**config.mk**
```make
export PLATFORM = sky130hd
export DESIGN_NAME = win_watchdog
export DESIGN_NICKNAME = d
export VERILOG_FILES = /design/src/rtl/wdg_pkg.sv /design/src/rtl/wdg_cfg.sv /design/src/rtl/wdg_key.sv /design/src/rtl/wdg_count.sv /design/src/rtl/win_watchdog.sv
export SDC_FILE = /design/constraint.sdc
export NUM_CORES = 1
export LEC_CHECK = 0
export ABC_AREA = 0
export BUFFER_PORTS_ARGS = -buffer_cell sky130_fd_sc_hd__clkbuf_2
export CORE_MARGIN = 5
export CORE_UTILIZATION = 40
export CTS_BUF_LIST = sky130_fd_sc_hd__clkbuf_4
export CTS_CLUSTER_SIZE = 40
export DETAILED_ROUTE_END_ITERATION = 8
export PLACE_DENSITY_LB_ADDON = 0.2
export RECOVER_POWER = 25
export SYNTH_ARGS = -nofsm -noshare
export SYNTH_HDL_FRONTEND = slang
export SYNTH_HIERARCHICAL = 1
export SYNTH_SLANG_ARGS = --single-unit
```
**constraint.sdc**
```tcl
create_clock -name clk -period 4.95 [get_ports clk]
set_input_delay 0.7425 -clock clk [delete_from_list [all_inputs] [get_ports clk]]
set_output_delay 0.7425 -clock clk [all_outputs]
set_load 0.05 [all_outputs]
```
**src/rtl/wdg_pkg.sv**
```systemverilog
package wdg_pkg;

    localparam logic [7:0] SERVICE_KEY = 8'hAC;

    // Window-open fraction selector; the encoding is visible at the port.
    typedef enum logic [1:0] {
        WIN_ALL      = 2'd0,
        WIN_QTR      = 2'd1,
        WIN_HALF     = 2'd2,
        WIN_HALF_ALT = 2'd3
    } win_e;

    // Classification of one write cycle.
    typedef struct packed {
        logic service;
        logic violation;
    } key_evt_t;

    // Lowest count at which a service write is accepted.
    function automatic logic [31:0] closed_limit(input logic [31:0] per, input win_e w);
        case (w)
            WIN_ALL: return 32'd0;
            WIN_QTR: return per >> 2;
            default: return per >> 1;
        endcase
    endfunction

    // Count at which the early-warning interrupt is raised.
    function automatic logic [31:0] warn_point(input logic [31:0] per);
        return per - (per >> 2);
    endfunction

endpackage

```
**src/rtl/wdg_cfg.sv**
```systemverilog
module wdg_cfg
    import wdg_pkg::*;
#(
    parameter int MIN_LOG2 = 4,
    parameter int PSEL_W   = 3,
    parameter int CW       = 12
) (
    input  logic              clk,
    input  logic              rst,
    input  logic [PSEL_W-1:0] period_sel,
    input  logic [1:0]        window_sel,
    input  logic              irq_en,
    output logic [CW-1:0]     last_cnt,
    output logic [CW-1:0]     close_lim,
    output logic [CW-1:0]     warn_cnt,
    output logic              warn_en
);

    logic [PSEL_W-1:0] sel_q;
    win_e              win_q;
    logic              en_q;
    logic [31:0]       per;

    // Capture only while reset is held: the last reset cycle wins.
    always_ff @(posedge clk) begin
        if (rst) begin
            sel_q <= period_sel;
            win_q <= win_e'(window_sel);
            en_q  <= irq_en;
        end
    end

    always_comb begin
        per       = 32'd1 << (MIN_LOG2 + int'(sel_q));
        last_cnt  = CW'(per - 32'd1);
        close_lim = CW'(closed_limit(per, win_q));
        warn_cnt  = CW'(warn_point(per));
        warn_en   = en_q;
    end

    AST_CFG_HOLD: assert property (@(posedge clk) disable iff (rst)
        !$past(rst) |-> ($stable(sel_q) && $stable(win_q) && $stable(en_q)));

endmodule

```
**src/rtl/wdg_key.sv**
```systemverilog
module wdg_key
    import wdg_pkg::*;
#(
    parameter logic [7:0] KEY = SERVICE_KEY
) (
    input  logic       key_wr,
    input  logic [7:0] key_data,
    input  logic       win_open,
    output key_evt_t   evt
);

    logic key_ok;

    always_comb begin
        key_ok        = (key_data == KEY);
        evt.service   = key_wr && key_ok && win_open;
        evt.violation = key_wr && !(key_ok && win_open);
    end

endmodule

```
**src/rtl/wdg_count.sv**
```systemverilog
module wdg_count
    import wdg_pkg::*;
#(
    parameter int CW = 12
) (
    input  logic          clk,
    input  logic          rst,
    input  key_evt_t      evt,
    input  logic [CW-1:0] last_cnt,
    input  logic [CW-1:0] close_lim,
    input  logic [CW-1:0] warn_cnt,
    input  logic          warn_en,
    output logic [CW-1:0] cnt,
    output logic          win_open,
    output logic          irq,
    output logic          req
);

    logic [CW-1:0] cnt_inc;
    logic          req_nxt;
    logic          restart;

    always_comb begin
        win_open = (cnt >= close_lim);
        cnt_inc  = cnt + CW'(1);
        req_nxt  = evt.violation || ((cnt == last_cnt) && !evt.service);
        restart  = req_nxt || evt.service;
    end

    always_ff @(posedge clk) begin
        if (rst) begin
            cnt <= '0;
            irq <= 1'b0;
            req <= 1'b0;
        end else begin
            req <= req_nxt;
            cnt <= restart ? '0 : cnt_inc;
            irq <= warn_en && !restart && (cnt_inc == warn_cnt);
        end
    end

    AST_NO_OVERFLOW: assert property (@(posedge clk) disable iff (rst)
        cnt <= last_cnt);

    AST_SERVICE_CLEARS: assert property (@(posedge clk) disable iff (rst)
        evt.service |=> (cnt == '0) && !req);

    AST_IRQ_POINT: assert property (@(posedge clk) disable iff (rst)
        irq |-> (cnt == warn_cnt) && warn_en);

    AST_LAST_SERVICE: assert property (@(posedge clk) disable iff (rst)
        (cnt == last_cnt) && evt.service |=> !req);

endmodule

```
**src/rtl/win_watchdog.sv**
```systemverilog
module win_watchdog
    import wdg_pkg::*;
#(
    parameter int         MIN_LOG2 = 4,
    parameter int         PSEL_W   = 3,
    parameter logic [7:0] KEY      = SERVICE_KEY
) (
    input  logic              clk,
    input  logic              rst,
    input  logic [PSEL_W-1:0] period_sel,
    input  logic [1:0]        window_sel,
    input  logic              irq_en,
    input  logic              key_wr,
    input  logic [7:0]        key_data,
    output logic              irq_warn,
    output logic              rst_req
);

    localparam int CW = MIN_LOG2 + (1 << PSEL_W);

    logic [CW-1:0] last_cnt;
    logic [CW-1:0] close_lim;
    logic [CW-1:0] warn_cnt;
    logic          warn_en;
    logic [CW-1:0] cnt;
    logic          win_open;
    key_evt_t      evt;

    wdg_cfg #(.MIN_LOG2(MIN_LOG2), .PSEL_W(PSEL_W), .CW(CW)) u_cfg (
        .clk        (clk),
        .rst        (rst),
        .period_sel (period_sel),
        .window_sel (window_sel),
        .irq_en     (irq_en),
        .last_cnt   (last_cnt),
        .close_lim  (close_lim),
        .warn_cnt   (warn_cnt),
        .warn_en    (warn_en)
    );

    wdg_key #(.KEY(KEY)) u_key (
        .key_wr   (key_wr),
        .key_data (key_data),
        .win_open (win_open),
        .evt      (evt)
    );

    wdg_count #(.CW(CW)) u_cnt (
        .clk       (clk),
        .rst       (rst),
        .evt       (evt),
        .last_cnt  (last_cnt),
        .close_lim (close_lim),
        .warn_cnt  (warn_cnt),
        .warn_en   (warn_en),
        .cnt       (cnt),
        .win_open  (win_open),
        .irq       (irq_warn),
        .req       (rst_req)
    );

    AST_BAD_KEY: assert property (@(posedge clk) disable iff (rst)
        key_wr && (key_data != KEY) |=> rst_req);

    AST_CLOSED_KEY: assert property (@(posedge clk) disable iff (rst)
        key_wr && !win_open |=> rst_req);

    AST_SILENT_OVERFLOW: assert property (@(posedge clk) disable iff (rst)
        (cnt == last_cnt) && !key_wr |=> rst_req && (cnt == '0));

    AST_IRQ_MASKED: assert property (@(posedge clk) disable iff (rst)
        !warn_en |-> !irq_warn);

endmodule

```
==> PnR_summary.wiki, run 1 <==
{| class="wikitable"
! Metric !! Value
|-
| Synth warnings || 6
|-
| Switching Share || 29.75%
|-
| Proportion of power drawn by the clock network || 31.1%
|-
| Number of clock sinks || 20
|-
| Clock network latency to the later pin of the worst-skew pair || ~0.32 ns
|-
| Class of the tightest hold or removal check || reg2reg
|-
| Number of inserted diodes || 0
|-
| Share of post-route cells with drive strength above 1 || 11.40%
|-
| Crit start category || flop
|-
| Detail Route met2 WL || 2.212 mm
|-
| Most frequent standard cell in the layout excluding fill and tap cells || sky130_fd_sc_hd__nor2_1
|-
| Critical path, cell by cell || nor2b_1 -> and2_1 -> a22o_1 -> inv_1 -> ha_1 -> o21ai_0 -> a21oi_1 -> nor3_1 -> o21ai_1 -> and4_1 -> and4_1 -> nor2_1 -> and4_1 -> or4_4 -> nor4_1 -> and4_1
|-
| Post-CTS Setup Inserts || 0
|-
| Required time of the critical path || 5.22 ns
|-
| Cell leakage power || 0.9487 nW
|-
| Netlist area before placement || 0.002121 mm²
|-
| DP Wirelength || ~3.7 mm
|-
| Number of buffers created by CTS || 3
|-
| Clock skew after layout || 0.01675 ns
|-
| Top Layer Used || met4
|-
| RSZ-0062 raised after global routing || false
|-
| Peak fanout along the critical path || 15
|-
| Die width || 82.82 µm
|-
| Leading cell types in the layout, fill and taps excluded || 26 x sky130_fd_sc_hd__nor2_1, 25 x sky130_fd_sc_hd__inv_1, 21 x sky130_fd_sc_hd__xor2_1
|-
| Crit path largest cell delay || 0.63 ns
|-
| Total area of multi-input combinational cells || 0.001454 mm²
|-
| Critical path start-end classification || reg2reg
|-
| PwrDens || about 200 mW/mm²
|-
| First-pass DRT Iterations || 4
|-
| CTS clk-pin slew, worst paths || ~0.14 ns
|-
| Kind of cell adding the most delay to the critical path || simple AND/OR/NAND/NOR gates
|-
| Count of flip-flops with a built-in enable after synthesis || 6
|-
| Critical path arrival || 4.20 ns
|-
| CTS tree || built
|-
| Core ar. || slightly above 0.005 mm²
|-
| Final critical-path share of the clock period || 79.27%
|-
| Via-per-instance ratio || approximately 5
|-
| Number of nets with antenna violations after detailed routing || 0
|-
| Number of DRC violations after detailed routing || 0
|-
| Buffers from clock root to sink, at most || 2
|-
| Number of global-route vias before repair || 1689
|-
| Number of flip-flops and latches in the synthesized netlist || 20
|-
| Count of different cell masters after synthesis || 54
|-
| Time the worst path needs with I/O delays and setup || 3.924 ns
|-
| Part of the power in combinational logic || between 20 and 30%
|-
| Internal || 0.0003124 W
|-
| Buffers on Ports || 18
|-
| Post-Place Worst Slack || 1.053 ns
|-
| Endpoint type of the worst setup path || flop
|-
| Global-route congestion overflow total || 0
|-
| Max_cap viols || 0
|-
| Mean area per synthesized cell || around 8.0 µm²
|-
| Number of vias in the routed layout || 1738
|-
| Syn Inst Count || 264
|-
| WL met1 || 2.210 mm
|-
| H-tree depth || 1
|-
| Transition time at the pin with the least slew margin || 0.5678 ns
|-
| DP Area || 0.002186 mm²
|-
| Number of setup violations in the final report || 0
|-
| Hold buffer count at CTS || 0
|-
| Area growth, synth to finish || 5.487%
|-
| Async S/R FF share, synth || 0%
|-
| Placer's final routability congestion estimate || roughly 0.78
|-
| Most instantiated flip-flop cell in the synthesis netlist || sky130_fd_sc_hd__dfxtp_1
|-
| Area of all placed cells without fillers || 0.002237 mm²
|-
| Slowest cell on crit path || sky130_fd_sc_hd__edfxtp_1
|-
| Total GRT Usage || 14.15%
|-
| Psw || 0.0001323 W
|-
| Final WS setup || 1.026 ns
|-
| Sequential cell area || 460.4 µm²
|-
| Vertical die dimension || 82.82 µm
|-
| Root buffer cell || sky130_fd_sc_hd__clkbuf_4
|-
| Met3 WL || 164 µm
|-
| Most frequent cell on the critical path || sky130_fd_sc_hd__and4_1
|-
| Number of nets at the end of the flow || 310
|-
| Maximum number of pins on one net before global-route repair || 16
|-
| WP buf/inv || 1
|-
| Routed wire length || 4.622 mm
|-
| Sequential group share of total power || 41.6%
|-
| Post-Route Hold Slack || about 0.57 ns
|-
| Sum Neg Setup Slack || 0 ns
|-
| Total I/O pin count || 19
|-
| Global-route wire length before repair || just over 8 mm
|-
| Outcome || completed
|-
| Die Area || about 0.0069 mm²
|-
| Number of antenna violations at the first check in global routing || 0
|-
| Routed wirelength normalized by instance count || around 14 µm
|-
| Number of hold violations in the final report || 0
|-
| Final Max Slew Viols || 0
|-
| Maximum frequency from static timing analysis || 254.9 MHz
|-
| DRT iter0 DRCs || just under 100
|-
| Relative slew margins || 61.80%
|-
| Share of synthesized area occupied by flip-flops and latches || around 22%
|-
| Starting Density || 41.26%
|-
| Number of filler instances in the final layout || 544
|-
| Worst vdd ir || 0.1058 mV
|-
| Number of standard-cell rows in the floorplan || 26
|-
| Resized Gates After CTS || 0
|}
## layout make-up
class | instances | area share, %
multi-input combinational | 205 | 64.99
sequential | 20 | 20.58
inverter | 25 | 4.195
timing repair buffer | 18 | 3.971
tap | 70 | 3.915
clock inverter | 1 | 1.342
clock buffer | 3 | 1.007
## registers in the layout (all words and copies together), names as in the netlist
register       cells
u_cnt/req          1
u_cfg/warn_en      1
u_cfg/win_q        2
u_cnt/irq          1
u_cnt/cnt         12
u_cfg/sel_q        3
## final timing paths
kind	endpoint	slack (ns)	cells after the start	startpoint
max	u_cnt/irq	1.03	16	u_cfg/sel_q[2]
min	u_cnt/cnt[0]	0.57	1	u_cnt/cnt[0]
max reg2reg	u_cnt/irq	1.03	16	u_cfg/sel_q[2]
min reg2reg	u_cnt/cnt[0]	0.57	1	u_cnt/cnt[0]
## synthesized netlist by cell type (all sizes together), types with 2 or more instances
cell type	instances	share of area, %
nor2	27	4.9
inv	25	4.4
xor2	21	8.7
buf	20	6.4
ha	20	12
xnor2	16	6.6
nand2	15	2.7
dfxtp	14	13
nor2b	12	3.5
o21ai	8	1.9
and2	6	1.9
edfxtp	6	8.5
nand3	6	1.7
a21o	5	1.8
a21oi	5	1.2
and4	5	2.2
nand4	5	1.5
nor3	5	1.7
clkbuf	4	0.71
nor4	4	1.2
and3	3	0.89
nand2b	3	0.89
a211oi	2	0.71
a221oi	2	1.1
a22o	2	0.83
a31oi	2	0.59
conb	2	0.35
nand4b	2	0.83
## per-stage QoR
stage / std cells / utilization, % / power, W
final: 342 / 43.52 / 0.0004447
after detailed placement: 338 / 42.53 / 0.0003087
after floorplan: 274 / - / 0.0002859
after global placement: 338 / 42.53 / 0.0003087
after global routing: 342 / 43.52 / 0.0004731
after CTS: 342 / 43.55 / 0.0004491
## per-layer routing
| metal | global-route usage, % | vias up |
|---|---|---|
| li1 | - | 895 |
| met2 | 23.32 | 45 |
| met5 | 0 | - |
| met4 | 4.160 | 0 |
| met3 | 1.980 | 5 |
| met1 | 19.15 | 793 |
## power by group through the flow
stage,Combinational (W),Clock [W],Sequential (W)
floorplan,0.000102,0,0.000184
global placement,0.000120,0,0.000188
detailed placement,0.000120,0,0.000188
CTS,0.000121,0.000143,0.000185
global route,0.000135,0.000152,0.000187
finish,0.000121,0.000138,0.000185
## cell families (layout without fill, tap and decap cells)
| group | count (synthesis) | count (layout) | synth area share [%] |
|---|---|---|---|
| and+or+nand+nor | 99 | 99 | 26.19 |
| muxes | 1 | 1 | 0.4720 |
| DFF | 20 | 20 | 21.71 |
| xor gates and xnor gates | 37 | 37 | 15.28 |
| buffers and inverters | 49 | 47 | 11.50 |
| adders and majority gates | 20 | 20 | 11.80 |
| AOI/OAI and AO/OA | 36 | 36 | 12.68 |
| other | 2 | 12 | 0.3541 |
## worst reg2reg max path, stage by stage, from the launching register on
cell	delay (ns)
sky130_fd_sc_hd__edfxtp_1	0.63
sky130_fd_sc_hd__nor2b_1	0.41
sky130_fd_sc_hd__and2_1	0.22
sky130_fd_sc_hd__a22o_1	0.15
sky130_fd_sc_hd__inv_1	0.04
sky130_fd_sc_hd__ha_1	0.28
sky130_fd_sc_hd__o21ai_0	0.10
sky130_fd_sc_hd__a21oi_1	0.13
sky130_fd_sc_hd__nor3_1	0.06
sky130_fd_sc_hd__o21ai_1	0.12
sky130_fd_sc_hd__and4_1	0.21
sky130_fd_sc_hd__and4_1	0.21
sky130_fd_sc_hd__nor2_1	0.05
sky130_fd_sc_hd__and4_1	0.21
sky130_fd_sc_hd__or4_4	0.53
sky130_fd_sc_hd__nor4_1	0.33
sky130_fd_sc_hd__and4_1	0.21
Note: power is estimated with default switching activity, not from simulation.
==> inputs of run 2 (changes only) <==
- clock period: 4.95 -> 3.4 ns (I/O delays scaled with it)
==> PnR_summary.wiki, run 2 (same netlist as run 1, synthesis figures left out) <==
{| class="wikitable"
! Metric !! Value
|-
| Critical path start-end classification || reg2reg
|-
| DP Wirelength || 4.050 mm
|-
| Hold buffer count at CTS || 0
|-
| Die width || 82.82 µm
|-
| Vertical die dimension || approximately 83 µm
|-
| Number of filler instances in the final layout || around 530
|-
| Crit start category || flop
|-
| Part of the power in combinational logic || 36.9%
|-
| Number of buffers created by CTS || 3
|-
| Number of nets at the end of the flow || 343
|-
| Number of antenna violations at the first check in global routing || 0
|-
| Placer's final routability congestion estimate || 0.9162
|-
| H-tree depth || 1
|-
| Switching Share || 33.24%
|-
| Buffers on Ports || 18
|-
| Peak fanout along the critical path || 2
|-
| Root buffer cell || sky130_fd_sc_hd__clkbuf_4
|-
| Maximum frequency from static timing analysis || 302.1 MHz
|-
| Filler-free cell count of the finished design || 375
|-
| Max_cap viols || 0
|-
| Via-per-instance ratio || 4.805
|-
| Max reg flops || 12
|-
| Core ar. || 0.005140 mm²
|-
| Number of clock sinks || 20
|-
| Cell leakage power || between 1 and 1.5 nW
|-
| Number of hold violations in the final report || 0
|-
| Number of vias in the routed layout || ~1800
|-
| Number of standard-cell rows in the floorplan || 26
|-
| Final critical-path share of the clock period || 97.36%
|-
| Largest regs || u_cnt/cnt x12, u_cfg/sel_q x3, u_cfg/win_q x2
|-
| Outcome || completed
|-
| Worst vdd ir || 0.1584 mV
|-
| Total GRT Usage || 14.48%
|-
| Leading cell types in the layout, fill and taps excluded || 33 x sky130_fd_sc_hd__buf_4, 26 x sky130_fd_sc_hd__nor2_1, 25 x sky130_fd_sc_hd__inv_1
|-
| CTS clk-pin slew, worst paths || ~0.14 ns
|-
| Number of DRC violations after detailed routing || 0
|-
| Sequential group share of total power || 42.4%
|-
| Buffers from clock root to sink, at most || 2
|-
| Largest register by flop count || u_cnt/cnt
|-
| Number of setup violations in the final report || 0
|-
| Clock skew after layout || around 0.012 ns
|-
| Most frequent standard cell in the layout excluding fill and tap cells || sky130_fd_sc_hd__buf_4
|-
| Die Area || approximately 0.0069 mm²
|-
| Transition time at the pin with the least slew margin || 0.6316 ns
|-
| Number of nets with antenna violations after detailed routing || 0
|-
| PwrDens || 246.5 mW/mm²
|-
| Number of inserted diodes || 0
|-
| Clock network latency to the later pin of the worst-skew pair || 0.31 ns
|-
| Critical path arrival || around 3.6 ns
|-
| Relative slew margins || 57.50%
|-
| Routed wire length || roughly 5.0 mm
|-
| Global-route congestion overflow total || 0
|-
| Maximum number of pins on one net before global-route repair || 15
|-
| Proportion of power drawn by the clock network || 20.7%
|-
| Psw || 0.0002027 W
|-
| First-pass DRT Iterations || 4
|-
| CTS tree || built
|-
| Global-route wire length before repair || between 8 and 9 mm
|-
| Endpoint type of the worst setup path || flop
|-
| Internal || between 0.0004 and 0.0005 W
|-
| Starting Density || just over 40%
|-
| Cell count after placement || 369
|-
| Post-Route Hold Slack || around 0.36 ns
|-
| Routed wirelength normalized by instance count || 13.21 µm
|-
| RSZ-0062 raised after global routing || true
|-
| Total I/O pin count || 19
|-
| Number of global-route vias before repair || between 1500 and 2000
|-
| DRT iter0 DRCs || between 200 and 250
|-
| Class of the tightest hold or removal check || in2reg
|-
| Final Max Slew Viols || 0
|-
| Time the worst path needs with I/O delays and setup || 3.310 ns
|-
| Required time of the critical path || ~3.7 ns
|-
| Area growth, synth to finish || 16.70%
|-
| Share of post-route cells with drive strength above 1 || between 20% and 30%
|}
[run 2: final timing paths]
kind | from | to | slack [ns] | cells after the start
hold reg to reg | u_cnt/cnt[0] | u_cnt/cnt[0] | 0.55 | 1
hold / removal | irq_en | u_cfg/warn_en | 0.36 | 1
setup reg to reg | u_cfg/sel_q[0] | u_cnt/irq | 0.09 | 17
setup / recovery | u_cfg/sel_q[0] | u_cnt/irq | 0.09 | 17
[run 2: critical path: stages, from the launching register on]
cell and delay (ns):
sky130_fd_sc_hd__edfxtp_1 0.40, sky130_fd_sc_hd__or3b_4 0.40, sky130_fd_sc_hd__inv_1 0.08, sky130_fd_sc_hd__a32o_1 0.13
sky130_fd_sc_hd__inv_1 0.05, sky130_fd_sc_hd__ha_1 0.28, sky130_fd_sc_hd__nor2b_1 0.11, sky130_fd_sc_hd__o21ai_0 0.08
sky130_fd_sc_hd__a21oi_1 0.15, sky130_fd_sc_hd__nor3_1 0.06, sky130_fd_sc_hd__o21ai_1 0.13, sky130_fd_sc_hd__and4_1 0.21
sky130_fd_sc_hd__and4_1 0.20, sky130_fd_sc_hd__nor2_1 0.05, sky130_fd_sc_hd__and4_1 0.20, sky130_fd_sc_hd__or4_4 0.42
sky130_fd_sc_hd__nor4_2 0.13, sky130_fd_sc_hd__and4_1 0.20
[run 2: power groups by stage]
| stage | Sequential [W] | Clock [W] | Combinational, W |
|---|---|---|---|
| after CTS | 0.000259 | 0.000131 | 0.000220 |
| after global routing | 0.000260 | 0.000145 | 0.000248 |
| after floorplan | 0.000267 | 0 | 0.000149 |
| after detailed placement | 0.000264 | 0 | 0.000217 |
| after global placement | 0.000264 | 0 | 0.000217 |
| final | 0.000259 | 0.000126 | 0.000225 |
[run 2: final cells by class]
class	instances	area [µm²]	area share (%)
clock inverters	1	3.754	0.1517
clock buffers	3	22.52	0.9100
flip-flops and latches	20	460.4	18.60
multi-input cells	205	1469	59.35
inverters	25	93.84	3.792
well taps	70	87.58	3.539
repair buffers	51	337.8	13.65
[run 2: what timing repair did]
item	4_1_cts	5_1_grt
pin swaps	6	2
setup endpoints to repair	1	13
buffers inserted	2	0
resized for setup	2	1
[run 2: routing by layer]
metal  part of all wire (%)  vias up  global-route usage, %
li1                       -      957                      -
met1                     51      811                  20.36
met2                     45       32                  23.32
met3                    3.4        2                  1.683
met4                   0.83        0                  4.012
met5                      0        -                      0
[run 2: metrics by stage]
step	total power, W	utilization, %	setup slack (ns)	instance area [µm²]	TNS (ns)
finish	0.0006100	48.15	0.08989	2475	0
global route	0.0006536	48.15	-0.1869	2475	-1.729
CTS	0.0006106	48.03	0.04877	2469	0
detailed placement	0.0004806	47.05	-0.09068	2419	-0.09068
global placement	0.0004810	47.05	0.03235	2419	0
floorplan	0.0004163	-	0.06106	2158	0
==> inputs of run 3 (changes only) <==
- CELL_PAD_IN_SITES_DETAIL_PLACEMENT: default -> 0
- CELL_PAD_IN_SITES_GLOBAL_PLACEMENT: default -> 1
- RECOVER_POWER: 25 -> default
- SKIP_LAST_GASP: default -> 1
==> PnR_summary.wiki, run 3 (same netlist as run 1, synthesis figures left out) <==
{| class="wikitable"
! Metric !! Value
|-
| Post-Place Worst Slack || -0.1457 ns
|-
| Worst Setup SP || u_cfg/sel_q[1]
|-
| Number of filler instances in the final layout || 547
|-
| Critical path, cell by cell || or3b_4 -> inv_2 -> a32o_1 -> inv_2 -> ha_4 -> nor2b_4 -> o21ai_2 -> a21oi_1 -> nor3_1 -> o21ai_1 -> and4_1 -> and4_1 -> nor2_1 -> and4_1 -> or4_4 -> buf_4 -> clkbuf_16 -> nor2_2
|-
| Final Max Slew Viols || 0
|-
| Hold buffer count at CTS || 0
|-
| Buffers from clock root to sink, at most || 2
|-
| Final critical-path share of the clock period || 100.0%
|-
| Clock skew after layout || 0.01133 ns
|-
| Maximum frequency from static timing analysis || 294.1 MHz
|-
| Required time of the critical path || 3.67 ns
|-
| Critical path start-end classification || reg2reg
|-
| Total GRT Usage || between 10% and 20%
|-
| H-tree depth || 1
|-
| Most frequent cell on the critical path || sky130_fd_sc_hd__and4_1
|-
| Cell leakage power || 1.115 nW
|-
| Root buffer cell || sky130_fd_sc_hd__clkbuf_4
|-
| Number of vias in the routed layout || 1846
|-
| Via-per-instance ratio || between 5 and 6
|-
| Number of hold violations in the final report || 0
|-
| DP Area || 0.002351 mm²
|-
| Global-route wire length before repair || roughly 8.5 mm
|-
| Total area of multi-input combinational cells || 0.001585 mm²
|-
| Worst hold start || irq_en
|-
| Routed wirelength normalized by instance count || around 14 µm
|-
| Routed wire length || 5.314 mm
|-
| Buffers on Ports || 18
|-
| Leading cell types in the layout, fill and taps excluded || 23 x sky130_fd_sc_hd__buf_4, 23 x sky130_fd_sc_hd__inv_1, 21 x sky130_fd_sc_hd__xor2_1
|-
| Share of post-route cells with drive strength above 1 || between 20% and 30%
|-
| Number of nets at the end of the flow || 337
|-
| Number of buffers created by CTS || 3
|-
| Sum Neg Setup Slack || -0.00002043 ns
|-
| Starting Density || 41.26%
|-
| Time the worst path needs with I/O delays and setup || around 3.4 ns
|-
| CTS clk-pin slew, worst paths || 0.14 ns
|-
| Proportion of power drawn by the clock network || 29.2%
|-
| PwrDens || between 200 and 300 mW/mm²
|-
| Number of antenna violations at the first check in global routing || 0
|-
| Filler-free cell count of the finished design || 369
|-
| Number of DRC violations after detailed routing || 0
|-
| CTS tree || built
|-
| Global-route congestion overflow total || 0
|-
| Crit path largest cell delay || about 0.44 ns
|-
| Maximum number of pins on one net before global-route repair || 15
|-
| Number of inserted diodes || 0
|-
| Internal || 0.0004891 W
|-
| Part of the power in combinational logic || 34.0%
|-
| RSZ-0062 raised after global routing || true
|-
| Core ar. || 0.005140 mm²
|-
| Worst vdd ir || around 0.15 mV
|-
| Crit start category || flop
|-
| Cell count after placement || between 300 and 400
|-
| Largest register by flop count || u_cnt/cnt
|-
| Number of global-route vias before repair || 1741
|-
| Endpoint type of the worst setup path || flop
|-
| DRT iter0 DRCs || 168
|-
| Sequential group share of total power || between 30 and 40%
|-
| Largest regs || u_cnt/cnt x12, u_cfg/sel_q x3, u_cfg/win_q x2
|-
| Outcome || finished with violations
|-
| Post-Route Hold Slack || 0.3532 ns
|-
| Number of nets with antenna violations after detailed routing || 0
|-
| Relative slew margins || 64.05%
|-
| Max_cap viols || 0
|-
| Area of all placed cells without fillers || 0.002610 mm²
|-
| Vertical die dimension || 82.82 µm
|-
| Class of the tightest hold or removal check || in2reg
|-
| Failing checks || setup timing
|-
| First-pass DRT Iterations || 4
|-
| Slowest cell on crit path || sky130_fd_sc_hd__or4_4
|-
| Switching Share || 30.43%
|-
| Placer's final routability congestion estimate || 0.8882
|-
| Number of standard-cell rows in the floorplan || 26
|-
| Final WS setup || -0.00002043 ns
|-
| Reg2reg start || u_cfg/sel_q[1]
|-
| Clock network latency to the later pin of the worst-skew pair || approximately 0.32 ns
|-
| Die Area || 0.006858 mm²
|-
| DP Wirelength || around 4.2 mm
|-
| Die width || between 80 and 90 µm
|-
| Area growth, synth to finish || 23.07%
|-
| Total I/O pin count || 19
|-
| Number of clock sinks || 20
|-
| Max reg flops || 12
|-
| Sequential cell area || 460.4 µm²
|-
| Critical path arrival || 3.67 ns
|-
| Psw || 0.0002139 W
|-
| Peak fanout along the critical path || 6
|-
| Number of setup violations in the final report || 1
|-
| Transition time at the pin with the least slew margin || 0.5344 ns
|}
==> run 3: layout make-up <==
class	instances	share of cell area, %
Inverter	25	3.595
Multi-Input combinational cell	205	60.74
Tap cell	70	3.356
Sequential cell	20	17.64
Timing Repair Buffer	45	12.66
Clock inverter	1	1.151
Clock buffer	3	0.8629
==> run 3: power by group through the flow <==
stage	combinational (W)	sequential [W]	clock, W
global route	0.000262	0.000261	0.000227
detailed placement	0.000215	0.000264	0
global placement	0.000216	0.000264	0
finish	0.000239	0.000259	0.000205
floorplan	0.000149	0.000267	0
CTS	0.000218	0.000259	0.000212
==> run 3: metrics by stage <==
stage,utilization (%),power (W)
4_1_cts,47.18,0.0006889
5_1_grt,50.78,0.0007505
3_3_place_gp,45.74,0.0004801
6_report,50.78,0.0007030
2_1_floorplan,-,0.0004163
3_5_place_dp,45.74,0.0004792
==> run 3: what timing repair did <==
item / 4_1_cts / 5_1_grt
buffers inserted: 2 / 2
cloned: 0 / 1
resized for setup: 2 / 38
pin swaps: 6 / 10
endpoints found under the setup margin: 2 / 13
==> run 3: worst paths after layout <==
kind	endpoint	slack, ns	depth (start not counted)
setup / recovery	u_cnt/cnt[0]	-0.00002	18
hold reg to reg	u_cnt/cnt[0]	0.57	1
setup reg to reg	u_cnt/cnt[0]	-0.00002	18
hold / removal	u_cfg/warn_en	0.35	1
==> run 3: worst max-delay path: cells and delay by family, from the launching register on <==
| family | cells | cell delay (ns) |
|---|---|---|
| buf+inv | 4 | 0.43 |
| fa+ha+maj | 1 | 0.25 |
| flops | 1 | 0.42 |
| simple gates | 9 | 1.79 |
| compound gates | 4 | 0.45 |
==> run 3: layer usage <==
metal	up-vias	wire length (µm)	track usage, %
met5	-	0	0
met4	0	122	5.498
met3	10	336	2.376
met2	63	2261	23.62
met1	827	2593	21.81
li1	946	-	-
